### src/rtl/iq_corr_pkg.sv
package iq_corr_pkg;
  localparam int unsigned DATA_W  = 16;
  localparam int unsigned COEF_W  = 14;
  localparam int unsigned DC_SH   = 10;
  localparam int unsigned LMS_MU  = 2;

  typedef enum logic [1:0] {
    CTL_DC  = 2'd0,
    CTL_PH  = 2'd1,
    CTL_AMP = 2'd2
  } ctl_bit_e;
endpackage

### src/rtl/iq_dc_est.sv
module iq_dc_est #(
  parameter int unsigned DW = 16,
  parameter int unsigned SH = 10
) (
  input  logic                 clk_i,
  input  logic                 rst_ni,
  input  logic                 upd_i,
  input  logic signed [DW-1:0] x_i,
  output logic signed [DW-1:0] est_o
);
  localparam int unsigned AW = DW + SH;

  logic signed [AW-1:0] acc_q;
  logic signed [AW:0]   nxt;

  always_comb nxt = (AW+1)'(acc_q) + (AW+1)'(x_i) - (AW+1)'(acc_q >>> SH);

  always_ff @(posedge clk_i or negedge rst_ni) begin
    if (!rst_ni)    acc_q <= '0;
    else if (upd_i) acc_q <= nxt[AW-1:0];
  end

  assign est_o = acc_q[AW-1:SH];
endmodule

### src/rtl/iq_lms_est.sv
module iq_lms_est #(
  parameter int unsigned DW   = 16,
  parameter int unsigned CW   = 14,
  parameter int unsigned STEP = 2,
  parameter bit          AMP  = 1'b0
) (
  input  logic                 clk_i,
  input  logic                 rst_ni,
  input  logic                 upd_i,
  input  logic signed [DW-1:0] i_i,
  input  logic signed [DW-1:0] q_i,
  output logic signed [CW-1:0] est_o
);
  localparam logic signed [CW:0] MAXV = (CW+1)'(2**(CW-1) - 1);
  localparam logic signed [CW:0] MINV = (CW+1)'(-(2**(CW-1)));
  localparam logic signed [CW:0] MU   = (CW+1)'(STEP);

  logic pos, neg;

  generate
    if (AMP) begin : g_amp
      logic signed [DW:0]   ei, eq, mi, mq;
      logic signed [DW+1:0] df;
      always_comb begin
        ei = (DW+1)'(i_i);
        eq = (DW+1)'(q_i);
        mi = ei[DW] ? -ei : ei;
        mq = eq[DW] ? -eq : eq;
        df = (DW+2)'(mq) - (DW+2)'(mi);
      end
      assign pos = (df > 0);
      assign neg = (df < 0);
    end else begin : g_ph
      logic nz;
      assign nz  = (i_i != '0) && (q_i != '0);
      assign pos = nz && (i_i[DW-1] == q_i[DW-1]);
      assign neg = nz && (i_i[DW-1] != q_i[DW-1]);
    end
  endgenerate

  logic signed [CW:0] cur, nxt;
  always_comb begin
    cur = (CW+1)'(est_o);
    nxt = cur;
    if (pos)      nxt = cur - MU;
    else if (neg) nxt = cur + MU;
    if (nxt > MAXV) nxt = MAXV;
    if (nxt < MINV) nxt = MINV;
  end

  always_ff @(posedge clk_i or negedge rst_ni) begin
    if (!rst_ni)    est_o <= '0;
    else if (upd_i) est_o <= nxt[CW-1:0];
  end
endmodule

### src/rtl/iq_corr_dp.sv
module iq_corr_dp #(
  parameter int unsigned DW = 16,
  parameter int unsigned CW = 14
) (
  input  logic                 clk_i,
  input  logic                 rst_ni,
  input  logic                 valid_i,
  input  logic                 cplx_i,
  input  logic signed [DW-1:0] i_i,
  input  logic signed [DW-1:0] q_i,
  input  logic signed [DW-1:0] dc_i_i,
  input  logic signed [DW-1:0] dc_q_i,
  input  logic signed [CW-1:0] ph_c_i,
  input  logic signed [CW-1:0] amp_c_i,
  output logic                 valid_o,
  output logic                 cplx_o,
  output logic signed [DW-1:0] i_o,
  output logic signed [DW-1:0] q_o
);
  localparam int unsigned FRAC = CW - 1;
  localparam int unsigned PW   = DW + CW;
  localparam int unsigned SW   = DW + 2;
  localparam logic signed [PW-1:0] HALF = PW'(2**(FRAC-1));

  function automatic logic signed [DW-1:0] sat(input logic signed [SW-1:0] x);
    if (&x[SW-1:DW-1] || ~|x[SW-1:DW-1]) return x[DW-1:0];
    return x[SW-1] ? {1'b1, {(DW-1){1'b0}}} : {1'b0, {(DW-1){1'b1}}};
  endfunction

  // stage 1: offset removal
  logic                 v1, c1;
  logic signed [DW-1:0] a1, b1;
  always_ff @(posedge clk_i or negedge rst_ni) begin
    if (!rst_ni) begin
      v1 <= 1'b0; c1 <= 1'b0; a1 <= '0; b1 <= '0;
    end else begin
      v1 <= valid_i;
      c1 <= cplx_i;
      a1 <= cplx_i ? sat(SW'(i_i) - SW'(dc_i_i)) : i_i;
      b1 <= cplx_i ? sat(SW'(q_i) - SW'(dc_q_i)) : q_i;
    end
  end

  // stage 2: cross products, round half up
  logic signed [PW-1:0] pr_ph, pr_amp, rn_ph, rn_amp;
  always_comb begin
    pr_ph  = PW'(b1) * PW'(ph_c_i);
    pr_amp = PW'(b1) * PW'(amp_c_i);
    rn_ph  = (pr_ph + HALF) >>> FRAC;
    rn_amp = (pr_amp + HALF) >>> FRAC;
  end

  logic                 v2, c2;
  logic signed [DW-1:0] a2, b2;
  logic signed [SW-1:0] p2_ph, p2_amp;
  always_ff @(posedge clk_i or negedge rst_ni) begin
    if (!rst_ni) begin
      v2 <= 1'b0; c2 <= 1'b0; a2 <= '0; b2 <= '0; p2_ph <= '0; p2_amp <= '0;
    end else begin
      v2     <= v1;
      c2     <= c1;
      a2     <= a1;
      b2     <= b1;
      p2_ph  <= c1 ? rn_ph[SW-1:0]  : '0;
      p2_amp <= c1 ? rn_amp[SW-1:0] : '0;
    end
  end

  // stage 3: accumulate and clip
  always_ff @(posedge clk_i or negedge rst_ni) begin
    if (!rst_ni) begin
      valid_o <= 1'b0; cplx_o <= 1'b0; i_o <= '0; q_o <= '0;
    end else begin
      valid_o <= v2;
      cplx_o  <= c2;
      i_o     <= sat(SW'(a2) + p2_ph);
      q_o     <= sat(SW'(b2) + p2_amp);
    end
  end
endmodule

### src/rtl/iq_corrector.sv
module iq_corrector
  import iq_corr_pkg::*;
#(
  parameter int unsigned DW = DATA_W,
  parameter int unsigned CW = COEF_W
) (
  input  logic          clk_i,
  input  logic          rst_ni,
  input  logic          valid_i,
  input  logic          cplx_i,
  input  logic [2:0]    ctrl_i,
  input  logic [DW-1:0] i_dat_i,
  input  logic [DW-1:0] q_dat_i,
  input  logic [DW-1:0] dc_i_reg_i,
  input  logic [DW-1:0] dc_q_reg_i,
  input  logic [DW-1:0] ph_reg_i,
  input  logic [DW-1:0] amp_reg_i,
  output logic          valid_o,
  output logic [DW-1:0] i_dat_o,
  output logic [DW-1:0] q_dat_o,
  output logic [DW-1:0] dc_i_o,
  output logic [DW-1:0] dc_q_o,
  output logic [DW-1:0] ph_coef_o,
  output logic [DW-1:0] amp_coef_o
);
  logic auto_dc, auto_ph, auto_amp;
  assign auto_dc  = ctrl_i[CTL_DC];
  assign auto_ph  = ctrl_i[CTL_PH];
  assign auto_amp = ctrl_i[CTL_AMP];

  logic unused_hi;
  assign unused_hi = ^{ph_reg_i[DW-1:CW], amp_reg_i[DW-1:CW]};

  logic signed [DW-1:0] est_dc_i, est_dc_q, dc_i_eff, dc_q_eff, i_cor, q_cor;
  logic signed [CW-1:0] est_ph, est_amp, ph_eff, amp_eff;
  logic                 cplx_s3, dc_upd, lms_upd;

  assign dc_upd  = valid_i && cplx_i && auto_dc;
  assign lms_upd = valid_o && cplx_s3;

  iq_dc_est #(.DW(DW), .SH(DC_SH)) u_dc_i (
    .clk_i, .rst_ni, .upd_i(dc_upd), .x_i(i_dat_i), .est_o(est_dc_i));
  iq_dc_est #(.DW(DW), .SH(DC_SH)) u_dc_q (
    .clk_i, .rst_ni, .upd_i(dc_upd), .x_i(q_dat_i), .est_o(est_dc_q));

  iq_lms_est #(.DW(DW), .CW(CW), .STEP(LMS_MU), .AMP(1'b0)) u_ph_est (
    .clk_i, .rst_ni, .upd_i(lms_upd && auto_ph),
    .i_i(i_cor), .q_i(q_cor), .est_o(est_ph));
  iq_lms_est #(.DW(DW), .CW(CW), .STEP(LMS_MU), .AMP(1'b1)) u_amp_est (
    .clk_i, .rst_ni, .upd_i(lms_upd && auto_amp),
    .i_i(i_cor), .q_i(q_cor), .est_o(est_amp));

  assign dc_i_eff = auto_dc  ? est_dc_i : dc_i_reg_i;
  assign dc_q_eff = auto_dc  ? est_dc_q : dc_q_reg_i;
  assign ph_eff   = auto_ph  ? est_ph   : ph_reg_i[CW-1:0];
  assign amp_eff  = auto_amp ? est_amp  : amp_reg_i[CW-1:0];

  iq_corr_dp #(.DW(DW), .CW(CW)) u_dp (
    .clk_i, .rst_ni, .valid_i, .cplx_i,
    .i_i(i_dat_i), .q_i(q_dat_i),
    .dc_i_i(dc_i_eff), .dc_q_i(dc_q_eff),
    .ph_c_i(ph_eff), .amp_c_i(amp_eff),
    .valid_o, .cplx_o(cplx_s3), .i_o(i_cor), .q_o(q_cor));

  assign i_dat_o    = i_cor;
  assign q_dat_o    = q_cor;
  assign dc_i_o     = dc_i_eff;
  assign dc_q_o     = dc_q_eff;
  assign ph_coef_o  = {{(DW-CW){ph_eff[CW-1]}}, ph_eff};
  assign amp_coef_o = {{(DW-CW){amp_eff[CW-1]}}, amp_eff};
endmodule

### config.mk
export PLATFORM = sky130hd
export DESIGN_NAME = iq_corrector
export DESIGN_NICKNAME = d
export VERILOG_FILES = /design/src/rtl/iq_corr_pkg.sv /design/src/rtl/iq_dc_est.sv /design/src/rtl/iq_lms_est.sv /design/src/rtl/iq_corr_dp.sv /design/src/rtl/iq_corrector.sv
export SDC_FILE = /design/constraint.sdc
export NUM_CORES = 2
export LEC_CHECK = 0
export ABC_AREA = 1
export BUFFER_PORTS_ARGS = -buffer_cell sky130_fd_sc_hd__buf_2
export CORE_UTILIZATION = 49
export CTS_CLUSTER_DIAMETER = 80
export DETAILED_ROUTE_END_ITERATION = 12
export MAX_ROUTING_LAYER = met4
export PLACE_DENSITY = 0.66
export SYNTH_ARGS = -nofsm -noshare
export SYNTH_HDL_FRONTEND = slang
export SYNTH_HIERARCHICAL = 1
export SYNTH_SLANG_ARGS = --single-unit
export TNS_END_PERCENT = 20
### constraint.sdc
create_clock -name clk_i -period 12.6 [get_ports clk_i]
set_input_delay 1.89 -clock clk_i [delete_from_list [all_inputs] [get_ports clk_i]]
set_output_delay 1.89 -clock clk_i [all_outputs]
set_load 0.05 [all_outputs]
==> tab_implementation.tex <==
\begin{tabular}{lr}
\hline
Metric & Value \\
\hline
\multicolumn{2}{l}{\textbf{Run status}} \\
Outcome & completed \\
\multicolumn{2}{l}{\textbf{Clocking}} \\
Resized Gates After CTS & 0 \\
CTS Hold Buffers Added & 0 \\
H-tree levels & 1 \\
Clock latency of the later-clocked register in the worst-skew pair & 0.59 ns \\
Clock Pin Slew Worst Setup and Hold Paths & 0.06 ns \\
Number of setup buffers added after CTS & 0 \\
Clock sinks & 216 \\
CTS tree & yes \\
Max Buffers Root-to-Sink & 3 \\
Number of buffers created by CTS & 31 \\
CTS Root Buffer Type & clkbuf\_16 \\
\multicolumn{2}{l}{\textbf{Floorplan}} \\
Die Y & 286 um \\
Die width & 286 um \\
Die footprint & 81600 um2 \\
Cell Rows & 103 \\
Total core area & 79300 um2 \\
Initial core utilization & 0.498 \\
Ports placed on the boundary & 200 \\
\multicolumn{2}{l}{\textbf{Worst setup path}} \\
Cell-by-cell trace of the critical path & buf\_2, inv\_2, nand2\_1, nand2\_1, nand2\_1, fa\_1, fa\_1, inv\_1, fa\_1, fa\_1, inv\_1, fa\_1, fa\_1, inv\_1, ha\_1, nand2\_1, nor2\_1, nand2\_1, nor3\_1, o21ai\_0, nand3\_1, nand2\_1, nor2\_1 \\
Data required time at the worst endpoint & 13.11 ns \\
R2R depth & 21 \\
CP max-delay cell & fa\_1 \\
Critical Path Source Type & input port \\
Delay of the slowest cell on the worst path & 0.93 ns \\
Startpoint-to-endpoint class of the critical path & input port to flip-flop \\
Peak fanout along the critical path & 17 \\
Capture point of the worst reg-to-reg path & u\_dp/p2\_ph[15] \\
Kind of cell with the highest combined delay on the critical path & adder cells \\
Register-to-register path setup slack & 5.56 ns \\
CP Launch Point & ctrl\_i[1] \\
Number of buffers and inverters on the critical path & 5 \\
Critical path depth & 23 \\
CP Data Arrival Time & 8.70 ns \\
Critical register-to-register path startpoint & u\_ph\_est/est\_o[3] \\
CP endpoint kind & flip-flop \\
\multicolumn{2}{l}{\textbf{STA}} \\
Count of final setup violators & 0 \\
Achievable Freq & 0.122 GHz \\
Final TNS setup & 0 ns \\
Final hold violations & 0 \\
Pin slew with the least headroom to its limit & 1.03 ns \\
Tightest hold margin & 0.344 ns \\
Worst rel slew slack & 0.311 \\
Setup repair after global routing missed its margin & no \\
Min cycle time layout & 8.20 ns \\
Post-route fraction of the period consumed by the critical path & 0.651 \\
Slew Viols, Final & 0 \\
Final worst clock skew & 0.0292 ns \\
\multicolumn{2}{l}{\textbf{Synthesis}} \\
Number of enable flip-flop cells after synthesis & 0 \\
Library cell with the highest instance count after synthesis & nand2\_1 \\
Most area-consuming cells after synthesis & fa\_1, nand2\_1, inv\_1 \\
Proportion of register bits with asynchronous set or reset after synthesis & 1.00 \\
Syn Std Cell Area & 39400 um2 \\
Dominant synthesized flop cell & dfrtp\_1 \\
Count of yosys warnings during synthesis & 6 \\
Net count after synthesis & 6698 \\
Proportion of netlist area held by the largest area contributor & 0.250 \\
\#FFs+latches synth & 216 \\
Seq/Total Area, Yosys & 0.137 \\
Biggest area consumer among synthesized cells & fa\_1 \\
Cell types with the highest counts after synthesis & nand2\_1, inv\_1, fa\_1, nor2\_1, ha\_1 \\
Cell count after synthesis & 5827 \\
Number of different library cells in the post-synthesis netlist & 52 \\
Mapped Avg Cell Area & 6.77 um2 \\
\multicolumn{2}{l}{\textbf{Detailed routing}} \\
DRT Wirelength & 107000 um \\
Routed length on met3 & 4450 um \\
Max layer used & met4 \\
Met2 routed wirelength & 52600 um \\
Initial drt markers & 2103 \\
Via count of the routed design & 34300 \\
Final routed wire length divided by cell count & 15.3 um \\
Average vias per placed instance & 4.92 \\
Residual DRC count & 0 \\
Routed metal-1 wirelength & 47300 um \\
Count of TritonRoute iterations in the first routing pass & 7 \\
Number of antenna-violating nets in the routed design & 0 \\
\multicolumn{2}{l}{\textbf{Finish}} \\
Ant diodes & 0 \\
Net count reported at finish & 6771 \\
Proportion of layout cells with a drive suffix above 1 & 0.0738 \\
Area of all placed cells without fillers & 42000 um2 \\
Area growth from synthesis to layout & 6.60\% \\
Post-layout util & 0.530 \\
Number of filler instances in the final layout & 8061 \\
\multicolumn{2}{l}{\textbf{GRT}} \\
Via count of the first global-routing pass & 33500 \\
Initial antenna violation count & 1 \\
Global-route wire length before repair & 174000 um \\
Total grt overflow & 0 \\
Pin count of the biggest net entering global routing & 136 \\
GRT Overall Usage & 0.274 \\
\multicolumn{2}{l}{\textbf{Min path}} \\
Worst hold start & u\_dp/a1[7] \\
Endpoint of the worst hold path & u\_dp/a2[7] \\
Worst min path class & flip-flop to flip-flop \\
Instance count along the most critical hold path & 0 \\
\multicolumn{2}{l}{\textbf{Placement}} \\
Placed cell areas & 41000 um2 \\
Input/output buffers & 195 \\
HPWL after DPL & 87600 um \\
Routability-driven placement congestion ratio & 0.961 \\
\multicolumn{2}{l}{\textbf{Run}} \\
Max-cap violation count & 0 \\
\hline
\end{tabular}
## cells in the final DEF (no fill, tap or decap), types with 15 or more instances in the layout
cell,Yosys,final
nand2_1,1781,1781
inv_1,1446,1446
fa_1,493,493
nor2_1,436,435
ha_1,275,275
dfrtp_1,216,215
buf_2,17,194
nand3_1,193,193
a21oi_1,192,192
o21ai_0,126,126
xor2_1,86,86
nand4_1,47,47
nand2_2,43,43
nor3_1,40,40
xnor2_1,36,36
buf_4,47,34
clkbuf_16,0,31
nor2_2,27,27
inv_2,26,26
nand3_2,19,19
nand3b_1,17,17
o21ai_1,15,15
## routing by layer
metal  track usage  vias up
met1         0.355    16300
met3        0.0178      130
met4        0.0553        0
met5             -        -
met2         0.472      754
li1              -    17200
## worst max-delay path by stage
stage,to
2_1_floorplan,u_dp/p2_ph[12]
3_5_place_dp,u_dp/p2_ph[15]
5_1_grt,u_dp/p2_ph[15]
3_3_place_gp,u_dp/p2_ph[15]
6_report,u_dp/p2_ph[15]
4_1_cts,u_dp/p2_ph[15]
## metrics by stage
stage / worst slack (ns) / instances
2_1_floorplan: 4.51 / 5827
3_3_place_gp: 3.78 / 6917
3_5_place_dp: 3.76 / 6917
4_1_cts: 4.33 / 6973
5_1_grt: 3.86 / 6973
6_report: 4.40 / 6973
## cell families after synthesis
family	after synthesis	synth area share
and+or+nand+nor	2653	0.277
buffers and inverters	1665	0.166
adders and majority gates	768	0.338
AOI/OAI and AO/OA	401	0.0554
DFF	216	0.137
xor gates and xnor gates	122	0.0271
other	2	0.000190
## area by class of cell
class	instances	area, um2	area share
repair buffers	230	1260	0.0300
well taps	1050	1310	0.0313
flip-flops and latches	216	5410	0.129
multi-input cells	3946	27500	0.654
inverters	1475	5540	0.132
clock buffers	39	846	0.0201
clock inverters	17	174	0.00414
## worst register-to-register path, delay by kind of cell, from the launching register on
| family | cells | cell delay, ns |
|---|---|---|
| DFF | 1 | 0.53 |
| AOI/OAI and AO/OA | 1 | 0.18 |
| adders and majority gates | 7 | 4.07 |
| buffers and inverters | 3 | 0.37 |
| and+or+nand+nor | 10 | 1.83 |
## flip-flops by register name, indices dropped and copies added (netlist names), 16 cells and up
name and cells:
u_dc_i/acc_q 26, u_dp/b1 16, u_dp/q_o 16, u_dp/a2 16, u_dp/i_o 16, u_dc_q/acc_q 26, u_dp/p2_amp 17, u_dp/a1 16
u_dp/b2 16, u_dp/p2_ph 17
Power is not shown: default switching activity piles up to over one toggle a cycle in this logic, so the estimate is an artifact.
